<file path="src/rtl/madc_pkg.sv">
package madc_pkg;
  localparam int WORD_BITS = 24;
  localparam int OUT_W     = 20;
  localparam int OVR_POS   = 22;
  localparam int OSC_POS   = 21;
  localparam int GROUP_LEN = 5;

  // pull the data field [19 : 20-dw] out of a word and sign-extend it
  function automatic logic [OUT_W-1:0] madc_field(input logic [WORD_BITS-1:0] w,
                                                  input int dw);
    logic [OUT_W-1:0] r;
    for (int i = 0; i < OUT_W; i++) begin
      int src;
      src  = i + (OUT_W - dw);
      r[i] = (src < OUT_W) ? w[src] : w[OUT_W-1];
    end
    return r;
  endfunction

  function automatic int madc_wrap(input int cur, input int n);
    return (cur >= n - 1) ? 0 : cur + 1;
  endfunction
endpackage

</file>
<file path="src/rtl/madc_clkgen.sv">
module madc_clkgen #(
  parameter int HALF     = 4,
  parameter int CS_SETUP = 20
) (
  input  logic clk,
  input  logic rst_n,
  output logic sclk,
  output logic cs_n,
  output logic rise_evt
);
  localparam int PW = (HALF > 1) ? $clog2(HALF) : 1;
  localparam int SW = $clog2(CS_SETUP + 1);

  logic          run;
  logic [PW-1:0] ph;
  logic [SW-1:0] wcnt;
  logic          edge_due;

  assign edge_due = run && (ph == PW'(HALF - 1));
  assign rise_evt = edge_due && !sclk;

  always_ff @(posedge clk) begin
    if (!rst_n) begin
      cs_n <= 1'b1;
      sclk <= 1'b0;
      run  <= 1'b0;
      ph   <= '0;
      wcnt <= '0;
    end else begin
      cs_n <= 1'b0;
      if (!run) begin
        if (!cs_n) begin
          if (wcnt == SW'(CS_SETUP - 1)) run <= 1'b1;
          else wcnt <= wcnt + 1'b1;
        end
      end else if (edge_due) begin
        ph   <= '0;
        sclk <= ~sclk;
      end else begin
        ph <= ph + 1'b1;
      end
    end
  end
endmodule

</file>
<file path="src/rtl/madc_rx.sv">
module madc_rx
  import madc_pkg::*;
(
  input  logic                 clk,
  input  logic                 rst_n,
  input  logic                 rise_evt,
  input  logic                 sdo,
  output logic                 ready_evt,
  output logic                 word_done,
  output logic [WORD_BITS-1:0] word
);
  localparam int BW = $clog2(WORD_BITS);

  logic          busy;
  logic [BW-1:0] bcnt;

  assign ready_evt = rise_evt && !busy && !sdo;

  always_ff @(posedge clk) begin
    if (!rst_n) begin
      busy      <= 1'b0;
      bcnt      <= '0;
      word      <= '0;
      word_done <= 1'b0;
    end else begin
      word_done <= 1'b0;
      if (ready_evt) begin
        word <= {word[WORD_BITS-2:0], sdo};
        bcnt <= BW'(1);
        busy <= 1'b1;
      end else if (rise_evt && busy) begin
        word <= {word[WORD_BITS-2:0], sdo};
        if (bcnt == BW'(WORD_BITS - 1)) begin
          busy      <= 1'b0;
          word_done <= 1'b1;
        end else begin
          bcnt <= bcnt + 1'b1;
        end
      end
    end
  end
endmodule

</file>
<file path="src/rtl/madc_seq.sv">
module madc_seq
  import madc_pkg::*;
#(
  parameter int NCH       = 4,
  parameter int SWITCH_AT = 595,
  parameter int STARTUP   = 5
) (
  input  logic                    clk,
  input  logic                    rst_n,
  input  logic                    rise_evt,
  input  logic                    ready_evt,
  output logic [$clog2(NCH)-1:0]  mux_sel,
  output logic                    switch_evt,
  output logic                    word_keep,
  output logic [$clog2(NCH)-1:0]  word_ch
);
  localparam int CW  = $clog2(NCH);
  localparam int TW  = $clog2(SWITCH_AT + 1);
  localparam int STW = $clog2(STARTUP + 1);

  logic [TW-1:0]  swcnt;
  logic [STW-1:0] stc;
  logic [2:0]     ph;
  logic           armed;

  assign switch_evt = rise_evt && armed && (swcnt == TW'(SWITCH_AT - 1));

  always_ff @(posedge clk) begin
    if (!rst_n) begin
      swcnt     <= TW'(SWITCH_AT);
      stc       <= '0;
      ph        <= '0;
      armed     <= 1'b0;
      mux_sel   <= '0;
      word_keep <= 1'b0;
      word_ch   <= '0;
    end else begin
      if (switch_evt) begin
        mux_sel <= CW'(madc_wrap(int'(mux_sel), NCH));
        armed   <= 1'b0;
      end
      if (ready_evt) begin
        swcnt <= TW'(1);
        if (stc != STW'(STARTUP)) begin
          stc       <= stc + 1'b1;
          word_keep <= 1'b0;
        end else begin
          word_keep <= (ph < 3'd2);
          if (ph == 3'd0) begin
            word_ch <= mux_sel;
            armed   <= 1'b1;
          end
          ph <= (ph == 3'(GROUP_LEN - 1)) ? 3'd0 : ph + 3'd1;
        end
      end else if (rise_evt && swcnt != TW'(SWITCH_AT)) begin
        swcnt <= swcnt + 1'b1;
      end
    end
  end
endmodule

</file>
<file path="src/rtl/madc_host.sv">
module madc_host
  import madc_pkg::*;
#(
  parameter int NCH       = 4,
  parameter int DW        = 20,
  parameter int HALF      = 4,
  parameter int CS_SETUP  = 20,
  parameter int SWITCH_AT = 595,
  parameter int STARTUP   = 5
) (
  input  logic                   clk,
  input  logic                   rst_n,
  input  logic                   sdo,
  output logic                   sclk,
  output logic                   cs_n,
  output logic [$clog2(NCH)-1:0] mux_sel,
  output logic                   out_valid,
  output logic [$clog2(NCH)-1:0] out_ch,
  output logic [19:0]            out_data,
  output logic                   out_ovr,
  output logic                   out_osc,
  output logic                   out_ok
);
  localparam int CW = $clog2(NCH);

  logic                 rise_evt;
  logic                 ready_evt;
  logic                 word_done;
  logic                 switch_evt;
  logic                 word_keep;
  logic [CW-1:0]        word_ch;
  logic [WORD_BITS-1:0] word;

  madc_clkgen #(.HALF(HALF), .CS_SETUP(CS_SETUP)) u_clk (
    .clk(clk), .rst_n(rst_n), .sclk(sclk), .cs_n(cs_n), .rise_evt(rise_evt)
  );

  madc_rx u_rx (
    .clk(clk), .rst_n(rst_n), .rise_evt(rise_evt), .sdo(sdo),
    .ready_evt(ready_evt), .word_done(word_done), .word(word)
  );

  madc_seq #(.NCH(NCH), .SWITCH_AT(SWITCH_AT), .STARTUP(STARTUP)) u_seq (
    .clk(clk), .rst_n(rst_n), .rise_evt(rise_evt), .ready_evt(ready_evt),
    .mux_sel(mux_sel), .switch_evt(switch_evt), .word_keep(word_keep),
    .word_ch(word_ch)
  );

  always_ff @(posedge clk) begin
    if (!rst_n) begin
      out_valid <= 1'b0;
      out_ch    <= '0;
      out_data  <= '0;
      out_ovr   <= 1'b0;
      out_osc   <= 1'b0;
      out_ok    <= 1'b0;
    end else begin
      out_valid <= 1'b0;
      if (word_done && word_keep) begin
        out_valid <= 1'b1;
        out_ch    <= word_ch;
        out_data  <= madc_field(word, DW);
        out_ovr   <= word[OVR_POS];
        out_osc   <= word[OSC_POS];
        out_ok    <= !word[OSC_POS];
      end
    end
  end
endmodule

</file>
<file path="config.mk">
export PLATFORM = sky130hd
export DESIGN_NAME = madc_host
export DESIGN_NICKNAME = d
export VERILOG_FILES = /design/src/rtl/madc_pkg.sv /design/src/rtl/madc_clkgen.sv /design/src/rtl/madc_rx.sv /design/src/rtl/madc_seq.sv /design/src/rtl/madc_host.sv
export SDC_FILE = /design/constraint.sdc
export NUM_CORES = 1
export LEC_CHECK = 0
export ABC_AREA = 1
export BUFFER_PORTS_ARGS = -buffer_cell sky130_fd_sc_hd__buf_2
export CAP_MARGIN = 20
export CORE_MARGIN = 4
export CORE_UTILIZATION = 50
export DETAILED_ROUTE_END_ITERATION = 7
export PLACE_DENSITY = 0.72
export REMOVE_ABC_BUFFERS = 1
export SLEW_MARGIN = 20
export SYNTH_ARGS = -nofsm -noshare
export SYNTH_HDL_FRONTEND = slang
export SYNTH_SLANG_ARGS = --single-unit
</file>
<file path="constraint.sdc">
create_clock -name clk -period 1.5 [get_ports clk]
set_input_delay 0.075 -clock clk [delete_from_list [all_inputs] [get_ports clk]]
set_output_delay 0.075 -clock clk [all_outputs]
set_load 0.02 [all_outputs]
</file>
**Word-level counts from Yosys, hierarchy flattened**

Cells that the tools add are included.

- Bits in registers: 88
- Latch bits: 0
- Bits in writable memories: 0
- Memory bits (read-only): 0
- Input bits: 3
- Output and inout port bits: 30
- Logic and storage cells: 100
- Memories: 0

- Add/sub/neg operators: 7
- Multiply operators: 0
- Divide/modulo/power cells: 0
- $lt $le $gt $ge: 2
- Eq/ne operators: 8
- Shifts and indexed selects: 0
- Muxes and demuxes: 24
- Bitwise gates (word level): 8
- Reduce and logical (&&, ||, !) cells: 27

Operator list:

| kind | count |
|---|---|
| $mux W23 | 2 |
| $mux W10 | 2 |
| $mux W1 | 17 |
| $reduce_and A2 Y1 | 6 |
| $add A10 B1 Y10 const B | 1 |
| $add A5 B1 Y5 const B | 2 |
| $eq A10 B10 Y1 const B | 1 |
| $eq A5 B5 Y1 const B | 2 |
| $ne A10 B10 Y1 const B | 1 |
| $logic_and A1 B1 Y1 | 9 |
| $not A1 Y1 | 8 |
| $add A3 B1 Y3 const B | 2 |
| $reduce_and A3 Y1 | 2 |
| $reduce_bool A2 Y1 | 3 |
| $add A2 B1 Y2 const B | 2 |
| $logic_not A1 Y1 | 4 |
| $mux W2 | 2 |
| $eq A3 B3 Y1 const B | 1 |
| $logic_not A3 Y1 | 1 |
| $lt A3 B2 Y1 const B | 1 |
| $mux W3 | 1 |
| $ne A3 B3 Y1 const B | 1 |
| $reduce_or A3 Y1 | 1 |
| $eq A2 B2 Y1 const B | 1 |
| 3 further kinds | 3 |

**Depth between registers and ports, before layout**

- Depth after elaboration: 9
- Depth in mapped cells: 9
- Mapped depth without buffers: 9

**Cells and area by module**

A second synthesis with hierarchy kept.

- Cell total of the unflattened synthesis: 508
- Area, all modules: 4006.3 um2

By module, submodules not included:

| module | instances | cells each | area each (um2) | seq. area each (um2) |
|---|---|---|---|---|
| madc_seq | 1 | 170 | 1198.6 | 440.4 |
| madc_rx | 1 | 154 | 1182.4 | 620.6 |
| madc_host | 1 | 115 | 1141.1 | 520.5 |
| madc_clkgen | 1 | 69 | 484.2 | 200.2 |

**Worst setup path before layout**

No wires, ideal clock.

- Path type: reg-to-reg
- From: reg u_clk.ph[0]
- To: reg u_rx.word[10]
- Setup time: 0.119 ns
- Data arrival time: 1.316 ns
- Data required time: 1.381 ns
- Path slack: 0.064 ns
- Stages on the path, launching flop included: 10
- Path buffers: 1
- Period minus slack after synthesis: 1.436 ns
- Path through: dfxtp_1 -> ha_1 -> nand2_2 -> nor2_4 -> nand2_2 -> inv_2 -> nor2_1 -> clkbuf_2 -> o21ai_0 -> a21oi_1

- Word-level cells in the longest chain between the ends: 6
- Elaborated cells between the ends (all ways): 8
- Classes of those cells: eq/ne: 1; mux: 1; reduce/logical: 6

Ends and longest elaborated chain:

| what | line | text |
|---|---|---|
| start: declaration | madc_clkgen.sv:15 | `logic [PW-1:0] ph;` |
| start signal: assignment | madc_clkgen.sv:40 | `ph <= ph + 1'b1;` |
| $eq A2 B2 Y1 (*) | madc_clkgen.sv:19 | `assign edge_due = run && (ph == PW'(HALF - 1));` |
| $logic_and A1 B1 Y1 (*) | madc_clkgen.sv:19 |  |
| $logic_and A1 B1 Y1 (*) | madc_clkgen.sv:20 | `assign rise_evt = edge_due && !sclk;` |
| $logic_and A1 B1 Y1 (2 in a row) | madc_rx.sv:17 | `assign ready_evt = rise_evt && !busy && !sdo;` |
| $mux W23 or $reduce_bool A2 Y1 (tied branches) | -- |  |
| end signal: assignment | madc_rx.sv:28 | `word <= {word[WORD_BITS-2:0], sdo};` |
| end signal: assignment | madc_rx.sv:32 | `word <= {word[WORD_BITS-2:0], sdo};` |
| end: declaration | madc_rx.sv:10 | `output logic [WORD_BITS-1:0] word` |

Every way passes the cells marked *; elsewhere a longest branch is shown, timed or not.
A chain may end at the register's enable or synchronous reset.

**Worst setup path in the final report**

- From: reg u_clk.ph[0]
- To: reg u_seq.word_ch[1]

- Word-level cells in the longest chain between the ends: 6

Ends and longest elaborated chain:

| what | line | text |
|---|---|---|
| $eq A2 B2 Y1 | madc_clkgen.sv:19 |  |
| $logic_and A1 B1 Y1 | madc_clkgen.sv:19 |  |
| $logic_and A1 B1 Y1 | madc_clkgen.sv:20 |  |
| $logic_and A1 B1 Y1 (2 in a row) | madc_rx.sv:17 |  |
| $reduce_and A3 Y1 (no source line) | -- |  |
| end signal: assignment | madc_seq.sv:50 | `word_ch <= mux_sel;` |
| end: declaration | madc_seq.sv:15 | `output logic [$clog2(NCH)-1:0] word_ch` |

No other way between the ends.

==> impl_metrics.tcl <==
set metrics [dict create \
    outcome "complete, no violations" \
    rows 30 \
    end_kind "flip-flop" \
    clk_path_buf_depth 2 \
    fin_cells 616 \
    reg2reg_to "u_seq.word_ch[1]" \
    hold_depth 3 \
    grt_pass1_wl_um 12660 \
    grt_pass1_vias 2915 \
    p_clk_frac 0.379 \
    wl_per_cell_um 12.62 \
    maxCapViolations 0 \
    nNetsFinal 528 \
    num_vias 3122 \
    drc 0 \
    tritoncts "yes" \
    clock.fmax_ghz 0.6929 \
    place_hpwl_um 5226 \
    ys_ff_latch 88 \
    slowest_delay_ns 0.37 \
    p_leak_nw 1.860 \
    ys_seq_area_frac 0.4882 \
    grtUsageTotal 0.1802 \
    ir_drop_mv 0.6393 \
    cp_cell_sequence "ha_4 > nand2_4 > nor2_4 > nand3_4 > nor2_4 > nand2_2 > nand2_2 > a21oi_2" \
    yosysWarnings 0 \
    skew_ns 0.008483 \
    h-tree-depth 3 \
    rrSetupSlack_ns 0.06 \
    p_sw_frac 0.2382 \
    pwr-share-comb 0.023 \
    setup_violations 0 \
    critPathSlowestCell "dfxtp_4" \
    totalPowerFinal_mw 3.922 \
    syn_avg_cell_area_um2 7.661 \
    slew_headroom 0.7987 \
    period_minus_slack_ns 1.443 \
    hold_buffers 0 \
    synth_cell_types 29 \
    place_congestion 0.7971 \
    post-route-util 0.6185 \
    via_per_inst 5.068 \
    grt_max_degree 43 \
    intPower_mw 2.988 \
    cp.required_ns 1.74 \
    synth_largest_area_cell "dfxtp_1" \
    antenna_found_initial 0 \
    path_max_fanout 7 \
    synth.area.top_cells "dfxtp_1 (49%), a21oi_1 (8.7%), o21ai_0 (8.0%), nand2_1 (7.2%), inv_1 (5.8%)" \
    syn_area_um2 3608 \
    r2r_start "u_clk.ph[0]" \
    ff2ff_path_depth 8 \
    cts_buffers 9 \
    worstHoldStart "rst_n" \
    dieHeight_um 92.95 \
    cts.sinks 88 \
    io_buffers 32 \
    area_growth_pct 18.38 \
    worst_pin_slew_ns 0.3016 \
    powerDensity_nw_per_um2 918.3 \
    coreArea_um2 6907 \
    antenna_cells 0 \
    clockRootBuffer "clkbuf_8" \
    min_period_over_period 0.9621 \
    start_util 0.5225 \
    routed_wl_um 7774 \
    synth_top_area_share 0.4882 \
    clock_latency_ns 0.35 \
    min_to "out_ch[0]" \
    finalMaxSlewViolations 0 \
    cp_num_buf_inv 0 \
    start_kind "flip-flop" \
    seqPwrFrac 0.598 \
    die_w_um 92.95 \
    drt_iter0_drc 181 \
    hold_viol 0 \
    critical_path.top_delay_family "simple AND/OR/NAND/NOR gates" \
    critPathKind "flip-flop to flip-flop" \
    dp_cells 595 \
    rsz0062_at_grt "yes" \
    hp-class "primary input to flip-flop" \
    dr.pass1.iters 4 \
    setup_tns_ns 0 \
    clkSlewWorstSetupHoldPaths_ns 0.09 \
    p_switching_mw 0.9341 \
    gr-total-overflow 0 \
    dieArea_um2 8640 \
    ant_nets 0 \
    critical_path_arrival_ns 1.68 \
    drive_gt1_frac 0.1865 \
    io_pins 33 \
    synthCells 471 \
]
[sequential cells by signal (all words and copies together) (netlist names), 2 cells and up]
| name | cells |
|---|---|
| out_data | 20 |
| u_rx.bcnt | 5 |
| u_seq.word_ch | 2 |
| out_ch | 2 |
| u_rx.word | 23 |
| u_clk.ph | 2 |
| u_seq.ph | 3 |
| u_clk.wcnt | 5 |
| u_seq.mux_sel | 2 |
| u_seq.stc | 3 |
| u_seq.swcnt | 10 |
[final cells by class]
cell class                      count  area [um^2]
Fill cell                         659         2635
Sequential cell                    88         1769
Multi-Input combinational cell    307         1634
Timing Repair Buffer               51        349.1
Inverter                           58        220.2
Clock buffer                       10        127.6
Tap cell                           96        120.1
Clock inverter                      6        51.30
[placed cells by master, fill, tap and decap left out, types with 2 or more instances in the layout]
cell type and n:
a211oi_1 2, buf_4 15, nand2_2 6, nor2_2 2, nand2_1 64, ha_1 9, a21oi_1 62, nor2_1 42
nand4_1 4, clkbuf_8 9, nand3_2 2, nor2_4 7, inv_1 55, clkinv_4 3, o21ai_1 18, nand3_1 31
buf_12 2, inv_6 2, xor2_1 3, dfxtp_2 3, dfxtp_1 84, nand3_4 2, buf_2 32, nor3_1 2
o21ai_0 41
[per-layer routing]
layer  vias to the layer above  track usage  share of wire
met1                      1437       0.2295           0.46
met5                         -            0              0
met3                        13      0.03331          0.030
met4                         0      0.08425          0.020
met2                        33       0.2945           0.48
li1                       1639            -              -
[worst max-delay path by stage]
stage,end,from,cells past startpoint
finish,u_seq.word_ch[1],u_clk.ph[0],8
floorplan,u_rx.word[10],u_clk.ph[0],8
global placement,u_rx.word[19],u_clk.ph[0],9
detailed placement,u_rx.word[7],u_clk.ph[0],9
global route,u_seq.swcnt[5],u_seq.swcnt[0],7
CTS,u_rx.word[6],u_clk.ph[1],9
[synth_stat cells (all sizes together)]
master	instances
dfxtp	88
nand2	71
a21oi	63
o21ai	60
inv	57
nor2	51
nand3	35
clkbuf	10
ha	10
buf	8
nand4	4
nor3	3
xor2	3
a211oi	2
clkinv	1
nor4	1
o211a	1
o21a	1
or2	1
xnor2	1
[through the flow]
| stage | worst slack [ns] | hold WS [ns] | instance area, um^2 |
|---|---|---|---|
| 4_1_cts | 0.001137 | 0.07929 | 4150 |
| 3_3_place_gp | 0.02847 | 0.4411 | 3939 |
| 5_1_grt | -0.04049 | 0.1062 | 4272 |
| 6_report | 0.05681 | 0.1035 | 4272 |
| 2_1_floorplan | -0.8023 | 0.1592 | 3526 |
| 3_5_place_dp | -0.05066 | 0.4536 | 3939 |
[worst register-to-register path, delay by kind of cell (launching register included)]
family / cells / cell delay, ns
AND/OR/NAND/NOR: 6 / 0.75
flip-flops: 1 / 0.37
adder cells (fa/ha/maj): 1 / 0.17
AO/OA/AOI/OAI: 1 / 0.05
[logic make-up (layout without fill, tap and decap cells)]
family,Yosys count,in the layout,share of synthesized area
fa+ha+maj,10,10,0.03467
buf+inv,76,125,0.08322
compound gates,127,127,0.1796
flops,88,88,0.4882
xor+xnor,4,4,0.009711
simple gates,166,166,0.2046
[what timing repair did]
item,CTS,global route
endpoints found under the hold margin,0,0
endpoints found under the setup margin,37,47
resized for setup,8,38
pin swaps,3,4
buffers inserted,1,3
cloned,0,1
[power by group through the flow]
stage	combinational [mW]	sequential (mW)	clock (mW)
after floorplan	0.0409	2.40	0
after global placement	0.0841	2.40	0
after detailed placement	0.0865	2.40	0
after CTS	0.0874	2.34	1.53
after global routing	0.104	2.35	1.64
final	0.0900	2.34	1.49
Power figures use the tool's default switching activity.
